$ cat src/rtl/prx_pkg.sv
`timescale 1ns/1ps
package prx_pkg;

    typedef enum logic [2:0] {
        EXC_NONE      = 3'd0,
        EXC_ILLEGAL   = 3'd1,
        EXC_PRIV      = 3'd2,
        EXC_TRAP      = 3'd3,
        EXC_UNIMPL    = 3'd4,
        EXC_FPUNAVAIL = 3'd5
    } exc_code_e;

    typedef struct packed {
        logic priv;
        logic illegal;
        logic unimpl;
        logic fpu;
        logic trap;
        logic fp_cause;
    } exc_cond_t;

    typedef enum logic {
        ST_IDLE  = 1'b0,
        ST_RAISE = 1'b1
    } out_state_e;

endpackage

$ cat src/rtl/prx_cond_decode.sv
`timescale 1ns/1ps
module prx_cond_decode
    import prx_pkg::*;
#(
    parameter int REG_W    = 10,
    parameter int PRIV_BIT = 4
) (
    input  logic             insn_valid,
    input  logic             cls_illegal,
    input  logic             cls_priv,
    input  logic             cls_trap,
    input  logic             cls_string,
    input  logic             cls_dev_idx,
    input  logic             cls_ifid_rd,
    input  logic             cls_fp,
    input  logic             cls_notimpl,
    input  logic             is_spr_move,
    input  logic             is_dev_move,
    input  logic [REG_W-1:0] reg_num,
    input  logic             reg_undef,
    input  logic             trap_hit,
    input  logic             trap_dbg_en,
    input  logic             msr_user,
    input  logic             msr_fp_avail,
    output exc_cond_t        cond
);

    logic spr_protected;
    logic unused_reg_bits;

    // Only one bit of the register number matters for the privilege rule.
    assign spr_protected   = is_spr_move & reg_num[PRIV_BIT];
    assign unused_reg_bits = ^reg_num;

    always_comb begin
        cond = '0;
        if (insn_valid) begin
            cond.priv     = msr_user & (cls_priv | spr_protected);
            cond.illegal  = cls_illegal | cls_notimpl
                          | ((is_spr_move | is_dev_move) & reg_undef);
            cond.fp_cause = cls_fp & msr_fp_avail;
            cond.unimpl   = cls_string | cls_dev_idx | cls_ifid_rd
                          | (cls_fp & msr_fp_avail);
            cond.fpu      = cls_fp & ~msr_fp_avail;
            cond.trap     = cls_trap & trap_hit & ~trap_dbg_en;
        end
    end

endmodule

$ cat src/rtl/prx_prio_select.sv
`timescale 1ns/1ps
module prx_prio_select
    import prx_pkg::*;
(
    input  exc_cond_t cond,
    output logic      raise,
    output exc_code_e code,
    output logic      fp_qual
);

    always_comb begin
        raise   = 1'b1;
        fp_qual = 1'b0;
        code    = EXC_NONE;
        if (cond.priv) begin
            code = EXC_PRIV;
        end else if (cond.illegal) begin
            code = EXC_ILLEGAL;
        end else if (cond.unimpl) begin
            code    = EXC_UNIMPL;
            fp_qual = cond.fp_cause;
        end else if (cond.fpu) begin
            code = EXC_FPUNAVAIL;
        end else if (cond.trap) begin
            code = EXC_TRAP;
        end else begin
            raise = 1'b0;
        end
    end

endmodule

$ cat src/rtl/prx_out_fsm.sv
`timescale 1ns/1ps
module prx_out_fsm
    import prx_pkg::*;
(
    input  logic       clk,
    input  logic       rst_n,
    input  logic       raise,
    input  exc_code_e  code_in,
    input  logic       fp_in,
    output logic       exc_valid,
    output logic [2:0] exc_code,
    output logic       exc_fp
);

    out_state_e state_q, state_d;
    exc_code_e  code_q;
    logic       fp_q;

    always_comb begin
        state_d = state_q;
        unique case (state_q)
            ST_IDLE:  state_d = raise ? ST_RAISE : ST_IDLE;
            ST_RAISE: state_d = raise ? ST_RAISE : ST_IDLE;
            default:  state_d = ST_IDLE;
        endcase
    end

    // State register.
    always_ff @(posedge clk or negedge rst_n) begin
        if (!rst_n) state_q <= ST_IDLE;
        else        state_q <= state_d;
    end

    // Output register.
    always_ff @(posedge clk or negedge rst_n) begin
        if (!rst_n) begin
            code_q <= EXC_NONE;
            fp_q   <= 1'b0;
        end else if (raise) begin
            code_q <= code_in;
            fp_q   <= fp_in;
        end else begin
            code_q <= EXC_NONE;
            fp_q   <= 1'b0;
        end
    end

    assign exc_valid = (state_q == ST_RAISE);
    assign exc_code  = code_q;
    assign exc_fp    = fp_q;

    a_r10_code_with_strobe: assert property (@(posedge clk) disable iff (!rst_n)
        exc_valid |-> (exc_code != EXC_NONE));
    a_r10_quiet_without_strobe: assert property (@(posedge clk) disable iff (!rst_n)
        !exc_valid |-> (exc_code == EXC_NONE && !exc_fp));
    a_r7_qualifier_only_unimpl: assert property (@(posedge clk) disable iff (!rst_n)
        exc_fp |-> (exc_code == EXC_UNIMPL));

endmodule

$ cat src/rtl/prog_exc_classifier.sv
`timescale 1ns/1ps
module prog_exc_classifier
    import prx_pkg::*;
#(
    parameter int REG_W    = 10,
    parameter int PRIV_BIT = 4
) (
    input  logic             clk,
    input  logic             rst_n,
    input  logic             insn_valid,
    input  logic             cls_illegal,
    input  logic             cls_priv,
    input  logic             cls_trap,
    input  logic             cls_string,
    input  logic             cls_dev_idx,
    input  logic             cls_ifid_rd,
    input  logic             cls_fp,
    input  logic             cls_notimpl,
    input  logic             is_spr_move,
    input  logic             is_dev_move,
    input  logic [REG_W-1:0] reg_num,
    input  logic             reg_undef,
    input  logic             trap_hit,
    input  logic             trap_dbg_en,
    input  logic             msr_user,
    input  logic             msr_fp_avail,
    output logic             exc_valid,
    output logic [2:0]       exc_code,
    output logic             exc_fp
);

    exc_cond_t cond;
    logic      raise;
    exc_code_e sel_code;
    logic      sel_fp;

    prx_cond_decode #(.REG_W(REG_W), .PRIV_BIT(PRIV_BIT)) u_decode (
        .insn_valid   (insn_valid),
        .cls_illegal  (cls_illegal),
        .cls_priv     (cls_priv),
        .cls_trap     (cls_trap),
        .cls_string   (cls_string),
        .cls_dev_idx  (cls_dev_idx),
        .cls_ifid_rd  (cls_ifid_rd),
        .cls_fp       (cls_fp),
        .cls_notimpl  (cls_notimpl),
        .is_spr_move  (is_spr_move),
        .is_dev_move  (is_dev_move),
        .reg_num      (reg_num),
        .reg_undef    (reg_undef),
        .trap_hit     (trap_hit),
        .trap_dbg_en  (trap_dbg_en),
        .msr_user     (msr_user),
        .msr_fp_avail (msr_fp_avail),
        .cond         (cond)
    );

    prx_prio_select u_select (
        .cond    (cond),
        .raise   (raise),
        .code    (sel_code),
        .fp_qual (sel_fp)
    );

    prx_out_fsm u_out (
        .clk       (clk),
        .rst_n     (rst_n),
        .raise     (raise),
        .code_in   (sel_code),
        .fp_in     (sel_fp),
        .exc_valid (exc_valid),
        .exc_code  (exc_code),
        .exc_fp    (exc_fp)
    );

    a_r10_idle_without_insn: assert property (@(posedge clk) disable iff (!rst_n)
        !insn_valid |=> !exc_valid);
    a_r3_user_privileged: assert property (@(posedge clk) disable iff (!rst_n)
        (insn_valid && msr_user && cls_priv) |=> (exc_valid && exc_code == EXC_PRIV));
    a_r4_protected_spr: assert property (@(posedge clk) disable iff (!rst_n)
        (insn_valid && msr_user && is_spr_move && reg_num[PRIV_BIT])
        |=> (exc_code == EXC_PRIV));
    a_r5_trap_cause: assert property (@(posedge clk) disable iff (!rst_n)
        (exc_code == EXC_TRAP) |-> $past(cls_trap && trap_hit && !trap_dbg_en));
    a_r7_fpu_cause: assert property (@(posedge clk) disable iff (!rst_n)
        (exc_code == EXC_FPUNAVAIL) |-> $past(cls_fp && !msr_fp_avail));

endmodule

$ cat config.mk
export PLATFORM = sky130hd
export DESIGN_NAME = prog_exc_classifier
export DESIGN_NICKNAME = d
export VERILOG_FILES = /design/src/rtl/prx_pkg.sv /design/src/rtl/prx_cond_decode.sv /design/src/rtl/prx_prio_select.sv /design/src/rtl/prx_out_fsm.sv /design/src/rtl/prog_exc_classifier.sv
export SDC_FILE = /design/constraint.sdc
export NUM_CORES = 1
export LEC_CHECK = 0
export ABC_AREA = 1
export BUFFER_PORTS_ARGS = -buffer_cell sky130_fd_sc_hd__clkbuf_2
export CAP_MARGIN = 20
export CELL_PAD_IN_SITES_DETAIL_PLACEMENT = 0
export CELL_PAD_IN_SITES_GLOBAL_PLACEMENT = 1
export CORE_UTILIZATION = 17
export CTS_BUF_LIST = sky130_fd_sc_hd__clkbuf_4 sky130_fd_sc_hd__clkbuf_8
export DETAILED_ROUTE_END_ITERATION = 16
export GPL_ROUTABILITY_DRIVEN = 0
export PLACE_DENSITY_LB_ADDON = 0.05
export SYNTH_ARGS = -nofsm -noshare
export SYNTH_HDL_FRONTEND = slang
export SYNTH_SLANG_ARGS = --single-unit
$ cat constraint.sdc
create_clock -name clk -period 0.8 [get_ports clk]
set_input_delay 0.24 -clock clk [delete_from_list [all_inputs] [get_ports clk]]
set_output_delay 0.24 -clock clk [all_outputs]
set_load 0.05 [all_outputs]
==> flow_metrics.tcl, run 1 <==
set metrics [dict create \
    die_w_um 42.15 \
    nets 101 \
    cp_data_required_time_ps 560 \
    vias_per_cell 3.830 \
    worstHoldPathType "input pin to async pin" \
    cts_buffer_depth 2 \
    ys_seq_elements 5 \
    cp_slowest_cell "dfrtp_2" \
    cp.depth 1 \
    tritoncts "done" \
    grt_pass1_vias 318 \
    path_cells "buf_8" \
    fin_ws_ps -227.7 \
    fmax_ghz 0.9730 \
    row_count 14 \
    dp_hpwl_um 558.2 \
    crit_fanout 1 \
    slew_viol_final 0 \
    crit_arrival_ps 790 \
    grt_first_pass_wirelength_mm 1.186 \
    violations "negative setup slack" \
    avgSynthCellArea_um2 6.850 \
    die_h_um 42.15 \
    ant_nets 0 \
    synth_cell_types 11 \
    start_util_pct 18.19 \
    syn-cell-area_um2 274.0 \
    setup_tns_ps -1112 \
    port_buffers 23 \
    cts_setup_buffers 0 \
    synthCells 40 \
    dr.pass1.iters 4 \
    hold_viol 0 \
    h-tree-depth 1 \
    critPathMaxStageDelay_ps 400 \
    vias 337 \
    power_uw 846.0 \
    n_fill_cell 164 \
    grt_max_degree 6 \
    ys_seq_area_share_pct 45.66 \
    setup_violations 5 \
    multiInputGateArea_um2 133.9 \
    drv_cap 0 \
    clkSlewWorstSetupHoldPaths_ps 40 \
    endpoint "exc_valid" \
    critPathBufInv 1 \
    worstSetupPathType "register to output pin" \
    track_usage_pct 9.018 \
    die_area_um2 1776 \
    powerDensity_nw_per_um2 1580 \
    clockRootBuffer "clkbuf_4" \
    numClockSinks 5 \
    drtIter0Drc 4 \
    yosysWarnings 0 \
    area_growth_pct 95.43 \
    wirelength_um 678 \
    min_period_ps 1028 \
    grt-ovfl-total 0 \
    rsz0062_at_grt "yes" \
    coreArea_um2 1506 \
    cts_buffers 3 \
    seqCellArea_um2 131.4 \
    ir_worst_vdd_v 0.0003751 \
    fin_crit_sh_pct 128.5 \
    diodes 0 \
    route.detailed.drc 0 \
    drive_gt1_share_pct 54.17 \
    ioPinCount 33 \
    crit_path_start_kind "register" \
    max_slew.worst_pin.slew_ps 192.7 \
    cp-startpoint "u_out.exc_valid" \
    critPathTopFamily "flip-flops" \
    p_leak_nw 0.2930 \
    antenna_found_initial 0 \
    slew_headroom_pct 87.15 \
    wire_per_inst_um 7.705 \
    status "complete, but fails checks" \
    synth_nets 68 \
    endpoint_kind "output pin" \
]
==> report_power, final <==
part           total (mW)  leakage [nW]  internal (mW)  switching (mW)
registers           0.285        0.0560          0.274          0.0108
clock network       0.319        0.0184          0.222          0.0967
logic               0.243         0.219          0.114           0.128
==> timing repair <==
action,CTS,global route
hold endpoints to repair,5,0
resized for setup,10,5
hold buffers,1,0
setup endpoints to repair,5,5
==> layout make-up <==
class	count	share of cell area, %
clock buffer	4	5.607
inverter	4	2.804
multi-input combinational	31	25.00
sequential	5	24.53
tap	16	3.738
timing repair buffer	28	38.32
==> sequential cells by signal (all words and copies together) (netlist names) <==
name             cells
u_out.exc_valid      1
u_out.exc_code       3
u_out.exc_fp         1
==> worst min path at each step <==
stage,cells past startpoint,endpoint,slack (ps)
floorplan,0,u_out.exc_code[0],-60
global placement,1,u_out.exc_code[2],60
global route,2,u_out.exc_valid,360
detailed placement,1,u_out.exc_fp,60
CTS,2,u_out.exc_fp,340
finish,2,u_out.exc_valid,340
==> layout by cell type, fill, tap and decap left out <==
cell type,instances
a21oi_1,3
a21oi_2,1
buf_4,4
buf_8,5
clkbuf_2,18
clkbuf_4,4
dfrtp_2,5
dlygate4sd3_1,1
inv_1,3
inv_2,1
nand2_1,14
nand3_1,2
nand4_1,1
nor2_1,8
nor2_2,1
o21ai_0,1
==> per-layer routing <==
layer / track usage (%) / vias to the layer above / share of wire (%)
met4: 9.375 / 0 / 0.88
met2: 14.06 / 16 / 52
met5: 0 / - / 0
met1: 10.05 / 130 / 40
met3: 1.293 / 2 / 7.7
li1: - / 189 / -
==> cell usage after synthesis (all sizes together) <==
cell / count / area [µm²]
a21oi: 4 / 23.77
dfrtp: 5 / 125.1
inv: 4 / 15.01
nand2: 14 / 52.55
nand3: 2 / 10.01
nand4: 1 / 6.260
nor2: 9 / 36.29
o21ai: 1 / 5.000
==> metrics by stage <==
step	hold slack, ps	setup WS (ps)	instance area (µm²)	instances	utilization [%]
3_3_place_gp	58.85	-153.6	445.4	83	29.57
2_1_floorplan	-55.59	36.69	280.3	40	-
4_1_cts	340.6	-250.5	529.3	88	35.13
5_1_grt	364.7	-249.6	535.5	88	35.55
3_5_place_dp	56.65	-161.3	445.4	83	29.57
6_report	344.0	-227.7	535.5	88	35.55
==> cell families (layout without fill, tap and decap cells) <==
group | after synthesis | in the layout | share of synthesized area (%)
and+or+nand+nor | 26 | 26 | 38.36
DFF | 5 | 5 | 45.66
AOI/OAI and AO/OA | 5 | 5 | 10.50
buffers and inverters | 4 | 36 | 5.478
(Power assumes the default switching activity.)
==> run 2, diff against run 1 <==
--- a/config.mk
+++ b/config.mk
@@ -14,7 +14,8 @@
 export CTS_BUF_LIST = sky130_fd_sc_hd__clkbuf_4 sky130_fd_sc_hd__clkbuf_8
 export DETAILED_ROUTE_END_ITERATION = 16
 export GPL_ROUTABILITY_DRIVEN = 0
-export PLACE_DENSITY_LB_ADDON = 0.05
+export PLACE_DENSITY = 0.81
+export SLEW_MARGIN = 20
 export SYNTH_ARGS = -nofsm -noshare
 export SYNTH_HDL_FRONTEND = slang
 export SYNTH_SLANG_ARGS = --single-unit
==> run 2 against run 1 <==
  * The flow still finishes with violations (negative setup slack)
  * Global-route usage shrank 0.62 points
  * Cell count shrank 2.3%
  * Maximum frequency shrank 0.28%
  * Die area is the same
  * Non-clock buffer count shrank 2
  * Flip-flop and latch count is the same
  * Power shrank 0.27%
  * Critical path depth is the same
  * Utilization shrank 1.0 points
  * Worst setup slack lost 2.9 ps
  * Sequential power is essentially flat
  * Critical path type unchanged
  * Critical endpoint is now exc_code[1]
  * Largest cell class unchanged
==> flow_metrics.tcl, run 2 (synthesis results as in run 1) <==
set metrics [dict create \
    coreArea_um2 1506 \
    antenna_found_initial 0 \
    h-tree-depth 1 \
    setup_violations 5 \
    start_util_pct 18.19 \
    powerDensity_nw_per_um2 1621 \
    route.detailed.drc 0 \
    max_slew.worst_pin.slew_ps 169.0 \
    fmax_ghz 0.9703 \
    critPathTopFamily "flip-flops" \
    numClockSinks 5 \
    path_cells "buf_8" \
    die_h_um 42.15 \
    row_count 14 \
    final_cell_mix "clkbuf_2 (18), nand2_1 (14), nor2_1 (8)" \
    min_period_ps 1031 \
    clockRootBuffer "clkbuf_4" \
    layout_commonest_cell "clkbuf_2" \
    largest_reg_flops 3 \
    crit_fanout 1 \
    grt_first_pass_wirelength_mm 1.097 \
    crit_arrival_ps 790 \
    cts_buffer_depth 2 \
    ioPinCount 33 \
    cp_data_required_time_ps 560 \
    drtIter0Drc 2 \
    cp.depth 1 \
    nets 99 \
    cp_slowest_cell "dfrtp_2" \
    port_buffers 23 \
    critPathMaxStageDelay_ps 400 \
    worstSetupPathType "register to output pin" \
    dr.pass1.iters 4 \
    fin_ws_ps -230.6 \
    ir_worst_vdd_v 0.0004556 \
    rsz0062_at_grt "yes" \
    hold_depth 3 \
    placed_area_um2 430.4 \
    hold_viol 0 \
    cts_buffers 3 \
    ant_nets 0 \
    track_usage_pct 8.400 \
    grt_pass1_vias 320 \
    p_leak_nw 0.2834 \
    worstHoldPathType "input pin to register" \
    critPathBufInv 1 \
    violations "negative setup slack" \
    pre_cts_ws_ps -142.9 \
    vias 347 \
    endpoint_kind "output pin" \
    fin_crit_sh_pct 128.8 \
    wirelength_um 613 \
    drive_gt1_share_pct 52.86 \
    grt_max_degree 8 \
    diodes 0 \
    status "complete, but fails checks" \
    drv_cap 0 \
    area_growth_pct 89.95 \
    die_area_um2 1776 \
    clkSlewWorstSetupHoldPaths_ps 40 \
    die_w_um 42.15 \
    tritoncts "done" \
    crit_path_start_kind "register" \
    grt-ovfl-total 0 \
    postLayoutCellArea_um2 520.5 \
    vias_per_cell 4.035 \
    power_uw 843.7 \
    setup_tns_ps -1138 \
    wire_per_inst_um 7.128 \
    slew_viol_final 0 \
    dp_hpwl_um 499.9 \
    slew_headroom_pct 88.73 \
]
[run 2: metal layers]
metal  track usage (%)  vias to the layer above  wire length (µm)
met5                 0                        -                 0
met4             7.500                        0                23
met3             2.586                        3                34
met2             15.94                       13               336
met1             6.631                      143               218
li1                  -                      188                 -
[run 2: worst paths after layout]
kind	startpoint	endpoint	slack, ps
min in group asynchronous	rst_n	u_out.exc_code[0]	340
worst min-delay path	msr_fp_avail	u_out.exc_fp	270
worst max-delay path	u_out.exc_code[1]	exc_code[1]	-230
max in group asynchronous	rst_n	u_out.exc_code[2]	310
[run 2: cell type report]
type | count | area (µm²)
Clock buffer | 4 | 30.03
Fill cell | 166 | 985.9
Inverter | 4 | 15.01
Multi-Input combinational cell | 31 | 133.9
Sequential cell | 5 | 131.4
Tap cell | 16 | 20.02
Timing Repair Buffer | 26 | 190.2
[run 2: through the flow]
step | hold WS (ps) | cells | utilization, %
floorplan | -55.59 | 40 | -
global route | 279.3 | 86 | 34.55
global placement | 53.77 | 81 | 28.57
finish | 269.8 | 86 | 34.55
detailed placement | 58.97 | 81 | 28.57
CTS | 263.0 | 86 | 34.14
[run 2: where the power goes]
group	internal [mW]	switching [mW]	leakage, nW
clock network	0.222	0.101	0.0184
registers	0.274	0.0110	0.0560
logic	0.109	0.126	0.209
[run 2: repair_timing]
item	CTS	global route
endpoints found under the setup margin	5	7
hold buffers	1	0
endpoints found under the hold margin	5	0
setup buffers	0	0
gates resized for setup	10	6
==> run 3, diff against run 2 <==
--- a/config.mk
+++ b/config.mk
@@ -8,7 +8,7 @@
 export ABC_AREA = 1
 export BUFFER_PORTS_ARGS = -buffer_cell sky130_fd_sc_hd__clkbuf_2
 export CAP_MARGIN = 20
-export CELL_PAD_IN_SITES_DETAIL_PLACEMENT = 0
+export CELL_PAD_IN_SITES_DETAIL_PLACEMENT = 1
 export CELL_PAD_IN_SITES_GLOBAL_PLACEMENT = 1
 export CORE_UTILIZATION = 17
 export CTS_BUF_LIST = sky130_fd_sc_hd__clkbuf_4 sky130_fd_sc_hd__clkbuf_8
==> run 3 against run 2 <==
  * The run still ends with negative setup slack left
  * Clock power fell by 2%
  * Die area did not move
  * Combinational power barely moved
  * Utilization did not move
  * Via count rose by 2.0%
  * Worst setup slack improved by 4.3 ps
  * Sequential power barely moved
  * Wire length rose by 17%
  * Critical path depth did not move
  * Count of clock-buffer cells in the layout did not move
  * Power fell by 0.68%
  * Largest cell class unchanged
  * Highest routed layer is now met3
==> flow_metrics.tcl, run 3 (synthesis results as in run 1) <==
set metrics [dict create \
    status "complete, but fails checks" \
    violations "negative setup slack" \
    cts_setup_buffers 0 \
    stdcell_count 86 \
    highest_layer "met3" \
    placed_area_um2 430.4 \
    area_growth_pct 89.95 \
    ioPinCount 33 \
    die_w_um 42.15 \
    grt_first_pass_wirelength_mm 1.221 \
    layout_commonest_cell "clkbuf_2" \
    die_h_um 42.15 \
    cp_data_required_time_ps 560 \
    crit_path_start_kind "register" \
    path_cells "buf_8" \
    critPathMaxStageDelay_ps 400 \
    row_count 14 \
    antenna_found_initial 0 \
    n_fill_cell 207 \
    worstHoldPathType "input pin to register" \
    timing.hold.ws_ps 283.9 \
    pre_cts_ws_ps -168.3 \
    grt-ovfl-total 0 \
    postLayoutCellArea_um2 520.5 \
    critPathBufInv 1 \
    ant_nets 0 \
    slew_headroom_pct 89.27 \
    cp_slowest_cell "dfrtp_2" \
    grt_pass1_vias 372 \
    vias 354 \
    die_area_um2 1776 \
    wire_per_inst_um 8.337 \
    diodes 0 \
    rsz0062_at_grt "yes" \
    wl_met1_um 240 \
    fmax_ghz 0.9743 \
    cts_buffers 3 \
    start_util_pct 18.19 \
    powerDensity_nw_per_um2 1610 \
    fin_util_pct 34.55 \
    route.detailed.drc 0 \
    port_buffers 23 \
    max_slew.worst_pin.slew_ps 161.0 \
    critPathTopFamily "flip-flops" \
    final_cell_mix "clkbuf_2 (17), nand2_1 (14), nor2_1 (8)" \
    track_usage_pct 9.018 \
    met2WireLength_um 445 \
    min_period_ps 1026 \
    coreArea_um2 1506 \
    tritoncts "done" \
    numClockSinks 5 \
    h-tree-depth 1 \
    fin_ws_ps -226.3 \
    setup_tns_ps -1116 \
    dpl.cell_count 81 \
    setup_violations 5 \
    crit_fanout 1 \
    ir_worst_vdd_v 0.0003666 \
    dr.pass1.iters 2 \
    fin_crit_sh_pct 128.3 \
    wirelength_um 717 \
    nets 99 \
    vias_per_cell 4.116 \
    power_uw 838.0 \
    clockRootBuffer "clkbuf_4" \
    slew_viol_final 0 \
    cts_buffer_depth 2 \
    grt_max_degree 8 \
    drive_gt1_share_pct 52.86 \
    wl_met3_um 31 \
    drv_cap 0 \
    hold_viol 0 \
    drtIter0Drc 1 \
    clkSlewWorstSetupHoldPaths_ps 40 \
    crit_arrival_ps 790 \
    p_leak_nw 0.2832 \
    endpoint_kind "output pin" \
    worstSetupPathType "register to output pin" \
    largest_reg_flops 3 \
]
[run 3: final cells by class]
type	instances	area (µm²)	share of cell area (%)
clock buffer	4	30.03	5.769
inverter	4	15.01	2.885
multi-input combinational	31	133.9	25.72
sequential	5	131.4	25.24
tap	16	20.02	3.846
timing repair buffer	26	190.2	36.54
[run 3: timing repair]
item                                    CTS  global route
pin swaps                                 0             0
hold buffers                              1             0
endpoints found under the setup margin    5             8
resized for setup                        10             7
hold endpoints to repair                  5             0
[run 3: routing by layer]
metal	vias to the layer above	GRT usage, %
met2	10	20.31
met4	0	5.625
met1	158	6.349
li1	186	-
met3	0	1.293
met5	-	0
[run 3: final timing paths]
path	depth (start not counted)	end	from	slack [ps]
worst max-delay path	1	exc_code[1]	u_out.exc_code[1]	-230
worst min-delay path	3	u_out.exc_fp	msr_fp_avail	280
min in group asynchronous	2	u_out.exc_valid	rst_n	360
max in group asynchronous	2	u_out.exc_code[1]	rst_n	300
[run 3: power breakdown]
group / switching [mW] / internal, mW
sequential: 0.0112 / 0.274
combinational: 0.128 / 0.109
clock: 0.0943 / 0.222
